File: src/rtl/spdlk_pkg.sv
package spdlk_pkg;

   localparam int CAUSE_W  = 4;
   localparam int C_FAST   = 0;
   localparam int C_JUMP   = 1;
   localparam int C_SLOW   = 2;
   localparam int C_SYNC   = 3;

   localparam int FSEL_W   = 4;
   localparam int JSEL_W   = 2;
   localparam int SSEL_W   = 3;
   localparam int YSEL_W   = 3;

   localparam int LIM_W    = 32;
   localparam int N_FAST   = 1 << FSEL_W;
   localparam int N_SLOW   = 1 << SSEL_W;

   // minimum speed per code, in half-hertz
   function automatic int half_hz(input int code);
      case (code)
         0:       return 1;
         1:       return 2;
         2:       return 4;
         3:       return 6;
         4:       return 10;
         5:       return 20;
         6:       return 30;
         default: return 50;
      endcase
   endfunction

   // period limit (ticks) below which speed exceeds 250*(k+1) Hz
   function automatic logic [N_FAST*LIM_W-1:0] fast_limits(input longint tick_hz);
      logic [N_FAST*LIM_W-1:0] t;
      t = '0;
      for (int k = 0; k < N_FAST; k++)
         t[k*LIM_W +: LIM_W] = LIM_W'(tick_hz / longint'(250 * (k + 1)));
      return t;
   endfunction

   // period limit (ticks) at which speed drops under the minimum
   function automatic logic [N_SLOW*LIM_W-1:0] slow_limits(input longint tick_hz);
      logic [N_SLOW*LIM_W-1:0] t;
      t = '0;
      for (int k = 0; k < N_SLOW; k++)
         t[k*LIM_W +: LIM_W] = LIM_W'((2 * tick_hz) / longint'(half_hz(k)));
      return t;
   endfunction

endpackage

File: src/rtl/spdlk_tick.sv
module spdlk_tick #(
   parameter int DIV = 1
) (
   input  logic clk,
   input  logic rst_n,
   output logic tick_o
);

   generate
      if (DIV == 1) begin : g_every
         logic unused_ok;
         assign unused_ok = clk ^ rst_n;
         assign tick_o    = 1'b1;
      end else begin : g_div
         localparam int CW = $clog2(DIV);
         localparam logic [CW-1:0] LAST = CW'(DIV - 1);
         logic [CW-1:0] c_q;

         always_ff @(posedge clk or negedge rst_n) begin
            if (!rst_n)          c_q <= '0;
            else if (c_q == LAST) c_q <= '0;
            else                 c_q <= c_q + CW'(1);
         end

         assign tick_o = (c_q == LAST);
      end
   endgenerate

endmodule

File: src/rtl/spdlk_period.sv
module spdlk_period
   import spdlk_pkg::*;
#(
   parameter int TICK_HZ = 40_000,
   parameter int PW      = 17
) (
   input  logic              clk,
   input  logic              rst_n,
   input  logic              tick_i,
   input  logic              edge_i,
   input  logic              clr_i,
   input  logic [FSEL_W-1:0] fast_sel,
   input  logic [JSEL_W-1:0] jump_sel,
   input  logic [SSEL_W-1:0] slow_sel,
   output logic              fast_o,
   output logic              jump_o,
   output logic              slow_o
);

   localparam logic [N_FAST*LIM_W-1:0] FAST_TAB = fast_limits(longint'(TICK_HZ));
   localparam logic [N_SLOW*LIM_W-1:0] SLOW_TAB = slow_limits(longint'(TICK_HZ));
   localparam int XW = PW + 4;

   logic [PW-1:0] cnt_q, prev_q, meas, fast_lim, slow_lim;
   logic          started_q, hist_q, wrap;
   logic [3:0]    factor;
   logic [XW-1:0] jump_prod;

   assign fast_lim  = FAST_TAB[int'(fast_sel)*LIM_W +: PW];
   assign slow_lim  = SLOW_TAB[int'(slow_sel)*LIM_W +: PW];
   assign meas      = cnt_q + PW'(tick_i);
   assign factor    = {1'b0, jump_sel, 1'b0} + 4'd2;
   assign jump_prod = XW'(meas) * XW'(factor);
   assign wrap      = tick_i && !edge_i && (cnt_q >= slow_lim - PW'(1));

   assign fast_o = edge_i && started_q && (meas < fast_lim);
   assign jump_o = edge_i && started_q && hist_q && (XW'(prev_q) > jump_prod);
   assign slow_o = wrap;

   always_ff @(posedge clk or negedge rst_n) begin
      if (!rst_n) begin
         cnt_q     <= '0;
         prev_q    <= '0;
         started_q <= 1'b0;
         hist_q    <= 1'b0;
      end else if (clr_i) begin
         cnt_q     <= '0;
         started_q <= 1'b0;
         hist_q    <= 1'b0;
      end else if (edge_i) begin
         cnt_q     <= '0;
         started_q <= 1'b1;
         if (started_q) begin
            prev_q <= meas;
            hist_q <= 1'b1;
         end
      end else if (wrap) begin
         cnt_q     <= '0;
         started_q <= 1'b0;
         hist_q    <= 1'b0;
      end else if (tick_i) begin
         cnt_q     <= cnt_q + PW'(1);
      end
   end

   AST_EDGE_RESTARTS: assert property (@(posedge clk) disable iff (!rst_n)
      edge_i && !clr_i |=> cnt_q == '0 && started_q) else $error("edge restart");
   AST_SLOW_DROPS_HISTORY: assert property (@(posedge clk) disable iff (!rst_n)
      slow_o && !clr_i |=> !started_q && !hist_q) else $error("slow history");
   AST_CLR_DROPS_HISTORY: assert property (@(posedge clk) disable iff (!rst_n)
      clr_i |=> !started_q && !hist_q) else $error("clr history");

endmodule

File: src/rtl/spdlk_sync.sv
module spdlk_sync
   import spdlk_pkg::*;
#(
   parameter int SEL_W = YSEL_W
) (
   input  logic             clk,
   input  logic             rst_n,
   input  logic             en_i,
   input  logic             clr_i,
   input  logic             pulse_i,
   input  logic [SEL_W-1:0] sel_i,
   output logic             fire_o
);

   localparam int CW = $clog2((1 << SEL_W) + 2);

   logic [CW-1:0] cnt_q;
   logic          reached;

   assign reached = cnt_q >= (CW'(sel_i) + CW'(1));
   assign fire_o  = en_i && !clr_i && pulse_i && reached;

   always_ff @(posedge clk or negedge rst_n) begin
      if (!rst_n)              cnt_q <= '0;
      else if (!en_i || clr_i) cnt_q <= '0;
      else if (pulse_i)        cnt_q <= reached ? '0 : cnt_q + CW'(1);
   end

   AST_SYNC_RESTART: assert property (@(posedge clk) disable iff (!rst_n)
      fire_o |=> cnt_q == '0) else $error("sync restart");
   AST_SYNC_IDLE_OFF: assert property (@(posedge clk) disable iff (!rst_n)
      !en_i |=> cnt_q == '0) else $error("sync idle");

endmodule

File: src/rtl/spdlk_monitor.sv
module spdlk_monitor
   import spdlk_pkg::*;
#(
   parameter int CLK_HZ  = 125_000_000,
   parameter int TICK_HZ = 40_000
) (
   input  logic              clk,
   input  logic              rst_n,
   input  logic              clr,
   input  logic              comm_edge,
   input  logic              sync_lost,
   input  logic              en_fast,
   input  logic              en_slow,
   input  logic              en_sync,
   input  logic [FSEL_W-1:0] fast_sel,
   input  logic [JSEL_W-1:0] jump_sel,
   input  logic [SSEL_W-1:0] slow_sel,
   input  logic [YSEL_W-1:0] sync_sel,
   output logic              lock_evt,
   output logic [CAUSE_W-1:0] lock_cause
);

   localparam int TICK_DIV = CLK_HZ / TICK_HZ;
   localparam int PW       = $clog2(2 * TICK_HZ + 1);

   initial begin
      assert (TICK_HZ >= 4000) else $error("TICK_HZ too low for the fastest limit");
      assert (TICK_HZ < (1 << 29)) else $error("TICK_HZ too high for period width");
      assert (CLK_HZ % TICK_HZ == 0) else $error("CLK_HZ must be a multiple of TICK_HZ");
   end

   logic tick, fast_raw, jump_raw, slow_raw, sync_fire;
   logic [CAUSE_W-1:0] cause_d;

   spdlk_tick #(.DIV(TICK_DIV)) u_tick (
      .clk    (clk),
      .rst_n  (rst_n),
      .tick_o (tick)
   );

   spdlk_period #(.TICK_HZ(TICK_HZ), .PW(PW)) u_period (
      .clk      (clk),
      .rst_n    (rst_n),
      .tick_i   (tick),
      .edge_i   (comm_edge),
      .clr_i    (clr),
      .fast_sel (fast_sel),
      .jump_sel (jump_sel),
      .slow_sel (slow_sel),
      .fast_o   (fast_raw),
      .jump_o   (jump_raw),
      .slow_o   (slow_raw)
   );

   spdlk_sync #(.SEL_W(YSEL_W)) u_sync (
      .clk     (clk),
      .rst_n   (rst_n),
      .en_i    (en_sync),
      .clr_i   (clr),
      .pulse_i (sync_lost),
      .sel_i   (sync_sel),
      .fire_o  (sync_fire)
   );

   always_comb begin
      cause_d         = '0;
      cause_d[C_FAST] = fast_raw && en_fast && !clr;
      cause_d[C_JUMP] = jump_raw && en_fast && !clr;
      cause_d[C_SLOW] = slow_raw && en_slow && !clr;
      cause_d[C_SYNC] = sync_fire;
   end

   always_ff @(posedge clk or negedge rst_n) begin
      if (!rst_n) begin
         lock_evt   <= 1'b0;
         lock_cause <= '0;
      end else begin
         lock_evt   <= |cause_d;
         lock_cause <= cause_d;
      end
   end

   AST_FAST_MASKED: assert property (@(posedge clk) disable iff (!rst_n)
      !en_fast |=> lock_cause[C_JUMP:C_FAST] == 2'b00) else $error("fast mask");
   AST_SLOW_MASKED: assert property (@(posedge clk) disable iff (!rst_n)
      !en_slow |=> !lock_cause[C_SLOW]) else $error("slow mask");
   AST_SYNC_MASKED: assert property (@(posedge clk) disable iff (!rst_n)
      !en_sync |=> !lock_cause[C_SYNC]) else $error("sync mask");
   AST_CLR_QUIET: assert property (@(posedge clk) disable iff (!rst_n)
      clr |=> !lock_evt) else $error("clr quiet");

endmodule

File: config.mk
export PLATFORM = sky130hd
export DESIGN_NAME = spdlk_monitor
export DESIGN_NICKNAME = d
export VERILOG_FILES = /design/src/rtl/spdlk_pkg.sv /design/src/rtl/spdlk_tick.sv /design/src/rtl/spdlk_period.sv /design/src/rtl/spdlk_sync.sv /design/src/rtl/spdlk_monitor.sv
export SDC_FILE = /design/constraint.sdc
export NUM_CORES = 1
export LEC_CHECK = 0
export CORE_MARGIN = 5
export CORE_UTILIZATION = 45
export CTS_CLUSTER_DIAMETER = 200
export DETAILED_ROUTE_END_ITERATION = 8
export SLEW_MARGIN = 25
export SYNTH_ARGS = -nofsm -noshare
export SYNTH_HDL_FRONTEND = slang
export SYNTH_HIERARCHICAL = 1
export SYNTH_SLANG_ARGS = --single-unit
File: constraint.sdc
create_clock -name clk -period 6.6 [get_ports clk]
set_input_delay 1.32 -clock clk [delete_from_list [all_inputs] [get_ports clk]]
set_output_delay 1.32 -clock clk [all_outputs]
set_load 0.1 [all_outputs]
==> results_dict.tcl <==
set metrics [dict create \
    grt_max_degree 58 \
    io_pins 25 \
    clk_latency_ns 0.32 \
    cts_max_path_buffers 2 \
    synth_area_leaders "dfrtp_1, ha_1, fa_1, nand2_1, xor2_1" \
    nets 875 \
    tritoncts "done" \
    avgSynthCellArea_um2 8.66 \
    crit_path_start_kind "register" \
    htreeDepth 3 \
    antenna_found_initial 0 \
    hold_violations 0 \
    leakagePower_uw 0.00331 \
    required_ns 6.79 \
    synth-main-ff-cell "dfrtp_1" \
    grt_overflow 0 \
    yosysWarnings 6 \
    areaGrowthSynthToFinish_pct 15.2 \
    dr.pass1.iters 5 \
    netSwitchingFraction_pct 21.1 \
    syn-cell-area_um2 6160 \
    slew_viol_final 0 \
    routed_wl_um 14300 \
    max_stage_delay_ns 0.50 \
    clockRootBuffer "clkbuf_16" \
    die_w_um 127 \
    power.share.combinational_pct 10.1 \
    relSlewSlack_pct 34.8 \
    dp_slack_ns -0.0989 \
    drc 0 \
    ys_async_sr_fraction_pct 100 \
    yosysUniqueCellTypes 69 \
    drive_above_1_share_pct 10.3 \
    clkTransAtPathRegs_ns 0.05 \
    core_um2 13300 \
    worst_slack_ns 0.349 \
    routed_via_density 5.55 \
    ys_ff_latch 57 \
    die_area_um2 16100 \
    hold_class "register to register" \
    critPathCaptureType "register" \
    path_common_cell "ha_1" \
    tns_ns 0 \
    clock_skew_ns 0.00758 \
    antenna_cells 0 \
    cts.sinks 57 \
    powerDensity_nw_per_um2 146 \
    fmax_ghz 0.160 \
    start_util_pct 46.1 \
    min_period_ns 6.25 \
    fillers 1249 \
    tightest_slew_ns 0.975 \
    pwr-share-clk_pct 56.0 \
    whs_ns 0.487 \
    status "complete, no violations" \
    arrival_ns 6.44 \
    setup_viol 0 \
    timing.final.crit_share_pct 94.7 \
    drt_first_iter_violations 266 \
    antenna_left 0 \
    routabilityCongestion 0.834 \
    peakVddDrop_mv 0.123 \
    dp_hpwl_um 11300 \
    critPathTopFamily "adder cells" \
    yosysTopAreaCellShare_pct 23.2 \
    synth_seq_area_share_pct 23.2 \
    switchingPower_uw 219 \
    final_util_pct 53.1 \
    cts_made_buffers 9 \
    syn-instance-count 711 \
    synth-edff-count 0 \
    track_usage_pct 18.3 \
    grt_first_pass_wirelength_um 24500 \
    synth_nets 843 \
    power_frac_seq_pct 34.0 \
    cap_viol_max_count 0 \
    vias 5131 \
    critPathKind "register to register" \
    die_y_um 127 \
    p_int_uw 820 \
    crit_path_top_delay_cell "or4_4" \
    synth_top_area_cell "dfrtp_1" \
    routedWlPerCell_um 15.5 \
    grt_pass1_vias 5038 \
    worst-path-buf-inv 4 \
    crit_path_max_fanout 5 \
    rows 42 \
    portBuffers 24 \
]
## cell type report
cell class / instances / area (um^2) / share of cell area, %
timing repair buffer: 44 / 389 / 5.49
inverter: 39 / 146 / 2.06
sequential: 57 / 1430 / 20.1
clock buffer: 11 / 253 / 3.56
tap: 176 / 220 / 3.10
multi-input combinational: 592 / 4530 / 63.9
clock inverter: 5 / 125 / 1.76
## logic make-up after synthesis
| group | after synthesis | share of synthesized area (%) |
|---|---|---|
| AO/OA/AOI/OAI | 149 | 15.8 |
| adder cells (fa/ha/maj) | 112 | 24.7 |
| buffers and inverters | 62 | 4.43 |
| AND/OR/NAND/NOR | 271 | 23.1 |
| flip-flops | 57 | 23.2 |
| multiplexers | 4 | 0.670 |
| XOR/XNOR | 56 | 8.09 |
## registers in the layout, summed over array words and instances, names as in the netlist
name,cells
lock_cause,4
lock_evt,1
u_period/cnt_q,17
u_period/hist_q,1
u_period/prev_q,17
u_period/started_q,1
u_sync/cnt_q,4
u_tick/g_div.c_q,12
## stage by stage
step | total power [uW] | area (um^2) | instances
after floorplan | 426 | 6160 | 711
after global placement | 460 | 6620 | 906
after detailed placement | 464 | 6620 | 906
after CTS | 1050 | 7000 | 922
after global routing | 1090 | 7090 | 924
final | 1040 | 7090 | 924
## per-layer routing
layer	track usage, %	up-vias	wire [um]
met1	25.8	2457	6850
met3	2.71	15	381
li1	-	2577	-
met2	29.8	82	6900
met4	4.42	0	159
met5	0	-	0
## worst paths after layout
kind                                           from  slack (ns)  cells past startpoint                   to
worst min register to register   u_period/prev_q[1]        0.49                      2   u_period/prev_q[1]
worst min-delay path             u_period/prev_q[1]        0.49                      2   u_period/prev_q[1]
min in group asynchronous                     rst_n        1.15                      2  u_tick/g_div.c_q[7]
worst max-delay path            u_tick/g_div.c_q[0]        0.35                     30             lock_evt
worst max register to register  u_tick/g_div.c_q[0]        0.35                     30             lock_evt
max in group asynchronous                     rst_n        4.96                      2   u_period/prev_q[2]
## worst reg2reg max path, delay by kind of cell (launching register included)
family                   cells  cell delay, ns
buffers and inverters        4            0.58
AO/OA/AOI/OAI                9            1.36
XOR/XNOR                     2            0.46
AND/OR/NAND/NOR              9            1.57
flip-flops                   1            0.41
adder cells (fa/ha/maj)      6            1.73
## synthesized netlist by cell type, types with 17 or more instances
cell and instances:
a21oi_1 44, dfrtp_1 57, ha_1 96, inv_1 38, nand2_1 66, nand2b_1 17, nand3_1 20, nor2_1 63
nor2b_1 32, nor3_1 19, o21ai_0 39, xnor2_1 27, xor2_1 28
## cells in the final DEF (no fill, tap or decap), types with 4 or more instances in the layout
cell / count
ha_1: 94
o21ai_1: 4
a31oi_1: 11
nor3_1: 19
o21ai_0: 37
clkdlybuf4s50_1: 23
inv_1: 38
and3_1: 5
o211ai_1: 7
buf_4: 19
fa_1: 16
xnor2_1: 25
o31ai_1: 5
nand2_1: 66
a21oi_1: 41
xor2_1: 27
nand2b_1: 17
dfrtp_1: 57
or2_2: 4
bufinv_16: 4
nand4_1: 15
clkbuf_16: 9
nor2_1: 62
o2111ai_1: 4
a211oi_1: 4
a21o_1: 6
nand3_1: 20
nor2b_1: 31
## power groups by stage
stage	sequential, uW	clock, uW	combinational, uW
6_report	353	582	104
5_1_grt	353	613	119
4_1_cts	353	593	105
3_5_place_dp	359	0	105
3_3_place_gp	359	0	101
2_1_floorplan	363	0	63.3
## timing repair
| action | 4_1_cts | 5_1_grt |
|---|---|---|
| hold buffers | 0 | 0 |
| gates resized for setup | 0 | 18 |
| buffers inserted | 0 | 1 |
| setup endpoints to repair | 0 | 2 |
Note: power is estimated with default switching activity, not from simulation.
